$ cat src/rtl/spi_frm_pkg.sv
package spi_frm_pkg;
    localparam int BYTE_W   = 8;
    localparam int ADDR_W   = 24;
    localparam int DATA_W   = 32;
    localparam int SIZE_W   = 24;
    localparam int CRC_W    = 7;
    localparam int BODY_MAX = 8;
    localparam int IDX_W    = $clog2(BODY_MAX + 1);
    localparam logic [CRC_W-1:0] CRC_SEED = 7'h7F;
    localparam logic [CRC_W-1:0] CRC_POLY = 7'h09;

    localparam logic [BYTE_W-1:0] OP_INT_WR = 8'hC3;
    localparam logic [BYTE_W-1:0] OP_INT_RD = 8'hC4;
    localparam logic [BYTE_W-1:0] OP_EXT_WR = 8'hC7;
    localparam logic [BYTE_W-1:0] OP_EXT_RD = 8'hC8;
    localparam logic [BYTE_W-1:0] OP_SGL_WR = 8'hC9;
    localparam logic [BYTE_W-1:0] OP_SGL_RD = 8'hCA;
    localparam logic [BYTE_W-1:0] OP_RESET  = 8'hCF;

    typedef enum logic [1:0] {
        ST_IDLE  = 2'd0,
        ST_BODY  = 2'd1,
        ST_TAIL  = 2'd2,
        ST_FAULT = 2'd3
    } frm_state_e;
endpackage

$ cat src/rtl/frm_layout.sv
module frm_layout
    import spi_frm_pkg::*;
(
    input  logic [BYTE_W-1:0]               opcode,
    input  logic [ADDR_W-1:0]               addr,
    input  logic [DATA_W-1:0]               data,
    input  logic [SIZE_W-1:0]               size,
    input  logic                            clockless,
    output logic                            legal,
    output logic [IDX_W-1:0]                body_len,
    output logic [BODY_MAX-1:0][BYTE_W-1:0] body
);
    logic [BYTE_W-1:0] int_hi;

    always_comb begin
        int_hi = addr[15:8];
        if (clockless) int_hi[7] = 1'b1;
    end

    always_comb begin
        body     = '0;
        legal    = 1'b1;
        body_len = IDX_W'(4);
        body[0]  = opcode;
        case (opcode)
            OP_SGL_RD: begin
                body[1] = addr[23:16];
                body[2] = addr[15:8];
                body[3] = addr[7:0];
            end
            OP_SGL_WR: begin
                body[1] = addr[23:16];
                body[2] = addr[15:8];
                body[3] = addr[7:0];
                body[4] = data[31:24];
                body[5] = data[23:16];
                body[6] = data[15:8];
                body[7] = data[7:0];
                body_len = IDX_W'(8);
            end
            OP_INT_RD: begin
                body[1] = int_hi;
                body[2] = addr[7:0];
                body[3] = 8'h00;
            end
            OP_INT_WR: begin
                body[1] = int_hi;
                body[2] = addr[7:0];
                body[3] = data[31:24];
                body[4] = data[23:16];
                body[5] = data[15:8];
                body[6] = data[7:0];
                body_len = IDX_W'(7);
            end
            OP_EXT_WR, OP_EXT_RD: begin
                body[1] = addr[23:16];
                body[2] = addr[15:8];
                body[3] = addr[7:0];
                body[4] = size[23:16];
                body[5] = size[15:8];
                body[6] = size[7:0];
                body_len = IDX_W'(7);
            end
            OP_RESET: begin
                body[1] = 8'hFF;
                body[2] = 8'hFF;
                body[3] = 8'hFF;
            end
            default: begin
                legal    = 1'b0;
                body_len = '0;
            end
        endcase
    end
endmodule

$ cat src/rtl/crc7_step.sv
module crc7_step
    import spi_frm_pkg::*;
(
    input  logic [CRC_W-1:0]  crc_in,
    input  logic [BYTE_W-1:0] byte_in,
    output logic [CRC_W-1:0]  crc_out
);
    logic [CRC_W-1:0] acc;
    logic             fb;

    always_comb begin
        acc = crc_in;
        fb  = 1'b0;
        for (int b = BYTE_W - 1; b >= 0; b--) begin
            fb  = acc[CRC_W-1] ^ byte_in[b];
            acc = {acc[CRC_W-2:0], 1'b0} ^ (fb ? CRC_POLY : '0);
        end
        crc_out = acc;
    end
endmodule

$ cat src/rtl/spi_cmd_framer.sv
module spi_cmd_framer
    import spi_frm_pkg::*;
(
    input  logic              clk,
    input  logic              rst_n,
    input  logic              crc_en,
    input  logic              in_valid,
    output logic              in_ready,
    input  logic [7:0]        in_opcode,
    input  logic [23:0]       in_addr,
    input  logic [31:0]       in_data,
    input  logic [23:0]       in_size,
    input  logic              in_clockless,
    output logic              tx_valid,
    input  logic              tx_ready,
    output logic [7:0]        tx_data,
    output logic              tx_last,
    output logic              cmd_err
);
    frm_state_e state_q, state_d;

    logic [BODY_MAX-1:0][BYTE_W-1:0] frame_q;
    logic [BODY_MAX-1:0][BYTE_W-1:0] lay_body;
    logic [IDX_W-1:0]                len_q, idx_q, lay_len;
    logic [CRC_W-1:0]                crc_q, crc_nx;
    logic                            crc_on_q;
    logic                            lay_legal;
    logic                            accept, at_end, beat;
    logic [BYTE_W-1:0]               cur_byte;

    frm_layout u_layout (
        .opcode    (in_opcode),
        .addr      (in_addr),
        .data      (in_data),
        .size      (in_size),
        .clockless (in_clockless),
        .legal     (lay_legal),
        .body_len  (lay_len),
        .body      (lay_body)
    );

    assign cur_byte = frame_q[idx_q[$clog2(BODY_MAX)-1:0]];

    crc7_step u_crc (
        .crc_in  (crc_q),
        .byte_in (cur_byte),
        .crc_out (crc_nx)
    );

    assign accept = (state_q == ST_IDLE) && in_valid;
    assign at_end = (idx_q == len_q - IDX_W'(1));
    assign beat   = (state_q == ST_BODY) && tx_ready;

    // state register
    always_ff @(posedge clk or negedge rst_n) begin
        if (!rst_n) state_q <= ST_IDLE;
        else        state_q <= state_d;
    end

    // transitions
    always_comb begin
        state_d = state_q;
        unique case (state_q)
            ST_IDLE:  if (in_valid) state_d = lay_legal ? ST_BODY : ST_FAULT;
            ST_BODY:  if (tx_ready && at_end) state_d = crc_on_q ? ST_TAIL : ST_IDLE;
            ST_TAIL:  if (tx_ready) state_d = ST_IDLE;
            ST_FAULT: state_d = ST_IDLE;
        endcase
    end

    // outputs
    always_comb begin
        in_ready = 1'b0;
        tx_valid = 1'b0;
        tx_data  = '0;
        tx_last  = 1'b0;
        cmd_err  = 1'b0;
        unique case (state_q)
            ST_IDLE:  in_ready = 1'b1;
            ST_BODY: begin
                tx_valid = 1'b1;
                tx_data  = cur_byte;
                tx_last  = at_end && !crc_on_q;
            end
            ST_TAIL: begin
                tx_valid = 1'b1;
                tx_data  = {crc_q, 1'b0};
                tx_last  = 1'b1;
            end
            ST_FAULT: cmd_err = 1'b1;
        endcase
    end

    // frame datapath
    always_ff @(posedge clk or negedge rst_n) begin
        if (!rst_n) begin
            frame_q  <= '0;
            len_q    <= '0;
            idx_q    <= '0;
            crc_q    <= CRC_SEED;
            crc_on_q <= 1'b0;
        end else if (accept) begin
            frame_q  <= lay_body;
            len_q    <= lay_len;
            idx_q    <= '0;
            crc_q    <= CRC_SEED;
            crc_on_q <= crc_en;
        end else if (beat) begin
            idx_q <= idx_q + IDX_W'(1);
            crc_q <= crc_nx;
        end
    end
endmodule

$ cat config.mk
export PLATFORM = sky130hd
export DESIGN_NAME = spi_cmd_framer
export DESIGN_NICKNAME = d
export VERILOG_FILES = /design/src/rtl/spi_frm_pkg.sv /design/src/rtl/frm_layout.sv /design/src/rtl/crc7_step.sv /design/src/rtl/spi_cmd_framer.sv
export SDC_FILE = /design/constraint.sdc
export NUM_CORES = 1
export LEC_CHECK = 0
export BUFFER_PORTS_ARGS = -buffer_cell sky130_fd_sc_hd__buf_2
export CAP_MARGIN = 30
export CELL_PAD_IN_SITES_DETAIL_PLACEMENT = 0
export CELL_PAD_IN_SITES_GLOBAL_PLACEMENT = 1
export CORE_MARGIN = 2
export CORE_UTILIZATION = 40
export CTS_CLUSTER_SIZE = 30
export DETAILED_ROUTE_END_ITERATION = 12
export GPL_ROUTABILITY_DRIVEN = 0
export GPL_TIMING_DRIVEN = 0
export PLACE_DENSITY = 0.89
export SYNTH_ARGS = -nofsm -noshare
export SYNTH_HDL_FRONTEND = slang
export SYNTH_HIERARCHICAL = 1
export SYNTH_SLANG_ARGS = --single-unit
export TNS_END_PERCENT = 5
$ cat constraint.sdc
create_clock -name clk -period 2.3 [get_ports clk]
set_clock_uncertainty 0.15 [all_clocks]
set_input_delay 0.115 -clock clk [delete_from_list [all_inputs] [get_ports clk]]
set_output_delay 0.115 -clock clk [all_outputs]
set_load 0.02 [all_outputs]
After elaboration in Yosys (flattened, before gate mapping)
Index checks and enable logic that the tools add are counted.
{ "word_totals": {"regBits": 82, "latchBits": 0, "mem_bits_rw": 0, "rom_bits": 0, "inputBits": 94, "wordCells": 91, "n_memories": 0} }
{ "op_classes": {"addsub": 2, "multipliers": 0, "div": 0, "n_lt_le_gt_ge": 1, "n_eq_ne": 14, "n_shift": 0, "mux": 31, "bitwise_logic": 16, "reduce_logical": 14} }
{ "op_table": {"columns": ["cell", "n"], "rows": [
  ["one-hot mux 24 bit (4 select lines)", 1],
  ["one-hot mux 24 bit (3 select lines)", 1],
  ["== test 8 bit, second input constant", 7],
  ["XOR 7 bit", 8],
  ["two-way mux 4 bit", 10],
  ["binary-select mux 8 bit (select 3 bit)", 1],
  ["two-way mux 8 bit", 2],
  ["one-hot mux 8 bit (2 select lines)", 1],
  ["two-way mux 7 bit", 2],
  ["one-hot mux 4 bit (3 select lines)", 1],
  ["two-way mux 2 bit", 5],
  ["one-hot mux 2 bit (4 select lines)", 1],
  ["XOR 1 bit", 8],
  ["OR reduction 7 bit", 1],
  ["OR reduction 3 bit", 2],
  ["two-way mux 1 bit", 5],
  ["adder 4 x 1 -> 4 bit, second input constant", 1],
  ["== test 2 bit, second input constant", 2],
  ["== test 4 bit", 1],
  ["logical AND 1 bit", 4],
  ["< comparator 3 x 4 -> 1 bit, second input constant", 1],
  ["inequality test 2 bit, second input constant", 2],
  ["OR reduction 2 bit", 2],
  ["OR reduction 4 bit", 1],
  ["8 further kinds", 8]
]} }

Logic depth before layout (Yosys ltp)
{ "depth": {"depth_word": 28, "depth_mapped": 9, "ltp_nobuf": 8} }

Hierarchy
Netlist, hierarchy kept.
{ "by_module_without_submodules": {"columns": ["mod", "n_inst", "cells_per_inst", "area_each_um2"], "rows": [
  ["spi_cmd_framer", 1, 291, 4003.8],
  ["frm_layout", 1, 178, 1327.5],
  ["crc7_step", 1, 16, 231.5]
]} }

Worst setup path before layout
No wires, ideal clock.
{ "synth_timing": {"path_type": "reg2reg", "from": "register idx_q[0]", "to": "register crc_q[0]", "t_arrival_ns": 2.188, "t_required_ns": 2.061, "setup_slack_ns": -0.127, "path_stages_with_launch": 10, "path_buffers": 3, "path_cell_list": "dfrtp_1 buf_6 buf_12 mux4_2 mux2_4 xnor3_1 xor2_1 buf_4 nand2_1 nand3_1"} }
{ "synth_between": {"word_cells_on_any_way": 18, "classes_between": "mux: 7; bitwise: 11"} }
{ "synth_rtl": {"columns": ["item", "line", "source"], "rows": [
  ["from (decl)", "spi_cmd_framer.sv:24", "logic [IDX_W-1:0] len_q, idx_q, lay_len;"],
  ["from (signal assigned)", "spi_cmd_framer.sv:109", "idx_q <= idx_q + IDX_W'(1);"],
  ["binary-select mux 8 bit (select 3 bit)", "spi_cmd_framer.sv:42", "assign cur_byte = frame_q[idx_q[$clog2(BODY_MAX)-1:0]];"],
  ["two-way mux 8 bit (not written as such)", "spi_cmd_framer.sv:42", null],
  ["net cur_byte[4]", "spi_cmd_framer.sv:29", "logic [BYTE_W-1:0] cur_byte;"],
  ["XOR 1 bit", "crc7_step.sv:15", "fb = acc[CRC_W-1] ^ byte_in[b];"],
  ["two-way mux 4 bit", "crc7_step.sv:16", "acc = {acc[CRC_W-2:0], 1'b0} ^ (fb ? CRC_POLY : '0);"],
  ["XOR 7 bit (4 in a row)", "crc7_step.sv:16", null],
  ["XOR 1 bit", "crc7_step.sv:15", null],
  ["net u_crc.fb", "crc7_step.sv:9", "logic fb;"],
  ["two-way mux 4 bit", "crc7_step.sv:16", null],
  ["XOR 7 bit", "crc7_step.sv:16", null],
  ["net crc_nx[0]", "spi_cmd_framer.sv:25", "logic [CRC_W-1:0] crc_q, crc_nx;"],
  ["two-way mux 7 bit", "spi_cmd_framer.sv:108", "end else if (beat) begin"],
  ["two-way mux 7 bit", "spi_cmd_framer.sv:102", "end else if (accept) begin"],
  ["to (signal assigned)", "spi_cmd_framer.sv:110", "crc_q <= crc_nx;"],
  ["to (decl)", "spi_cmd_framer.sv:25", null]
]} }
The timed path passes the listed nets, and every way through them passes these cells. The select of a mux whose other input is x is not followed.
A chain may end at the register's enable or synchronous reset.

Final worst setup path
{ "layout_timing": {"from": "register idx_q[0]", "to": "register crc_q[3]"} }
{ "layout_between": {"word_cells_on_any_way": 20, "classes_between": "mux: 8; bitwise: 12"} }
{ "layout_rtl": {"columns": ["item", "line"], "rows": [
  ["binary-select mux 8 bit (select 3 bit)", "spi_cmd_framer.sv:42"],
  ["two-way mux 8 bit (not written as such)", "spi_cmd_framer.sv:42"],
  ["net cur_byte[4]", "spi_cmd_framer.sv:29"],
  ["XOR 1 bit", "crc7_step.sv:15"],
  ["two-way mux 4 bit", "crc7_step.sv:16"],
  ["XOR 7 bit (4 in a row)", "crc7_step.sv:16"],
  ["XOR 1 bit", "crc7_step.sv:15"],
  ["two-way mux 4 bit", "crc7_step.sv:16"],
  ["XOR 7 bit", "crc7_step.sv:16"],
  ["net crc_nx[3]", "spi_cmd_framer.sv:25"],
  ["two-way mux 7 bit", "spi_cmd_framer.sv:108"],
  ["two-way mux 7 bit", "spi_cmd_framer.sv:102"]
]} }
The timed path passes the listed nets, and every way through them passes these cells. The select of a mux whose other input is x is not followed.

==> results.toml <==
[hold_path]
min_path_type = "primary input to flip-flop"
holdPathEnd = "frame_q[15]"
hp-start = "in_addr[23]"
hold_depth = 3

[global_route]
track_usage_pct = 24.0
grt_pass1_vias = 4817
overflow = 0
grt_start_max_net_pins = 46
grt_pass1_wl_um = 26700
grt_antenna_before_repair = 0

[die]
dieWidth_um = 122
dieArea_mm2 = 0.0149
num_io_pins = 106
die_h_um = 122
start_util_pct = 40.5
core-area_mm2 = 0.0137
rows = 43

[clocking]
ctsRootBufferMaster = "clkbuf_16"
tritoncts = "yes"
path_clk_slew_ns = 0.06
cts.htree.levels = 3
cts_max_path_buffers = 2
clk_latency_ns = 0.34
numCtsBuffers = 9
clock-sinks = 82

[power_and_ir_drop]
finalPower_mw = 7.37
pwr-share-seq_pct = 25.7
p_clk_share_pct = 21.2
swShare_pct = 35.7
power_leakage_nw = 3.69
pwr_density_cell_mw_per_mm2 = 988
peakVddDrop_mv = 0.473
internal_power_mw = 4.74
combPwrFrac_pct = 53.1
power.net_switching_mw = 2.63

[finish]
final-seq-area_mm2 = 0.00206
nets = 762
n_antenna_cell = 0
multi_input_area_mm2 = 0.00327
drive_gt1_share_pct = 46.5
fillCellCount = 1153
area_growth_pct = 34.1

[route]
wl_um = 17700
firstDrtPassIters = 7
drc_errors = 0
via_per_inst = 5.64
wl_per_cell_um = 20.9
vias = 4781
drtIter0Drc = 398
antenna_left = 0

[logic_synthesis]
synthCells = 485
synthFlopType = "dfrtp_1"
seq_area_frac_synth_pct = 37.0
synth.area.top_cells = "dfrtp_1 34%, mux2_2 14%, mux4_1 4.3%"
yosys.area.top_type_share_pct = 33.7
synth_nets = 585
async_reset_ff_share_pct = 100
synthesis.area_mm2 = 0.00556
synth_edf_count = 0
yosys.area.top_type = "dfrtp_1"
ys_warn_count = 6
syn_area_per_cell_um2 = 11.5
yosysUniqueCellTypes = 50
ys_ff_latch = 82

[sta]
tns_ns = -2.28
layout_worst_path_cycle_share_pct = 108
rsz0062_at_grt = "true"
final_max_slew_viol_count = 0
relSlewSlack_pct = 63.5
tightest_slew_ns = 0.547
finalHoldViolCount = 0
clock.fmax_mhz = 402
setup-violations-final = 16
setup_ws_ns = -0.186
layout_min_cycle_time_ns = 2.49

[setup_path]
r2r_end = "crc_q[3]"
end_kind = "flip-flop"
startpoint_type = "flip-flop"
crit_path_top_delay_cell = "mux4_2"
cp.required_ns = 2.42
crit_fanout = 4
crit_type = "flip-flop to flip-flop"
worst-path-buf-inv = 2
max_stage_delay_ns = 0.53
r2r_start = "idx_q[0]"
cp.arrival_ns = 2.61
crit_chain = "buf_8, buf_12, mux4_2, mux2_4, xnor3_1, xor2_1, nand2_1, nand3_1"
r2r.worst_path.cells = 8
crit_family = "multiplexers"
r2r_setup_slack_ns = -0.19

[run_status]
failed_checks = "negative setup slack"
status = "finished with violations"

[run]
cap_viol_max_count = 0

[placement]
post-place-ws_ns = -0.348
portBuffers = 105
dp_hpwl_um = 12300
[routing by layer]
layer,wire length (um),up-vias,GRT usage [%]
met3,1080,30,3.56
met4,474,0,8.91
met5,0,-,0
met2,8820,207,40.7
li1,-,2141,-
met1,7330,2403,31.1
[logic make-up (layout without fill, tap and decap cells)]
kind of cell	after synthesis	count (layout)	synth area share, %
XOR/XNOR	24	24	5.44
adder cells (fa/ha/maj)	6	6	1.35
multiplexers	91	91	22.7
AND/OR/NAND/NOR	131	131	12.2
buffers and inverters	53	235	6.14
AO/OA/AOI/OAI	98	98	15.0
flip-flops	82	82	37.0
[worst register-to-register path, cell delays in order, from the launching register on]
cell and delay (ns):
dfrtp_1 0.38, buf_8 0.14, buf_12 0.12, mux4_2 0.53
mux2_4 0.32, xnor3_1 0.44, xor2_1 0.17, nand2_1 0.07
nand3_1 0.10
[cell type report]
| class | count | share of cell area [%] |
|---|---|---|
| timing repair buffer | 167 | 16.3 |
| clock inverter | 7 | 1.26 |
| clock buffer | 9 | 3.02 |
| inverter | 6 | 0.302 |
| buffer | 46 | 4.60 |
| sequential | 82 | 27.6 |
| tap | 180 | 3.02 |
| multi-input combinational | 350 | 43.9 |
[registers in the layout, summed over array words and instances (netlist names)]
register / count
frame_q: 64
crc_on_q: 1
len_q: 4
idx_q: 4
crc_q: 7
state_q: 2
[layout by cell type (no fill, tap or decap), types with 10 or more instances in the layout]
cell type / n
a21o_1: 25
a21oi_1: 11
a22o_1: 24
and2_1: 11
buf_2: 109
buf_4: 31
buf_6: 15
dfrtp_1: 75
dlygate4sd3_1: 44
mux2_2: 67
mux4_2: 14
nand2_1: 38
nand3_1: 18
nor2_1: 23
nor2b_1: 12
o2bb2ai_2: 10
[stage by stage]
stage / hold slack, ns / instance area (um^2) / util [%] / std cells
after floorplan: -0.331 / 5590 / - / 485
after global placement: 0.200 / 6340 / 46.2 / 770
after detailed placement: -0.0245 / 6370 / 46.4 / 771
after CTS: 0.00312 / 7400 / 53.9 / 845
after global routing: 0.0207 / 7460 / 54.4 / 847
final: 0.00496 / 7460 / 54.4 / 847
[synthesized netlist by cell type, types with 7 or more instances]
master	n
mux4_2	7
a21oi_1	11
nand2_1	41
o221ai_1	8
nor2_1	24
dfrtp_1	75
o2bb2ai_2	10
buf_2	20
mux2_2	68
buf_4	15
and2_1	11
a21o_1	25
mux2_4	7
mux4_1	9
xnor2_1	7
xor2_1	8
dfstp_2	7
a22o_1	24
nor2b_1	12
nand3_1	21
[power by group through the flow]
stage / clock [mW] / combinational [mW] / sequential [mW]
2_1_floorplan: 0 / 2.43 / 1.83
3_3_place_gp: 0 / 3.10 / 1.87
3_5_place_dp: 0 / 3.16 / 1.89
4_1_cts: 1.58 / 3.72 / 1.88
5_1_grt: 1.63 / 4.14 / 1.93
6_report: 1.56 / 3.91 / 1.90
[worst max path at each step]
stage | depth (start not counted) | end | start
final | 8 | crc_q[3] | idx_q[0]
after global routing | 9 | crc_q[6] | idx_q[0]
after CTS | 8 | crc_q[0] | idx_q[0]
after detailed placement | 8 | crc_q[5] | idx_q[2]
after global placement | 8 | crc_q[4] | idx_q[2]
after floorplan | 8 | crc_q[6] | idx_q[0]
[what timing repair did]
action	in CTS	in global routing
pin swaps	12	6
buffers inserted	14	2
hold buffers	44	0
resized for setup	44	10
endpoints found under the setup margin	40	69
gates cloned	1	0
endpoints found under the hold margin	80	0
(Power assumes the default switching activity.)
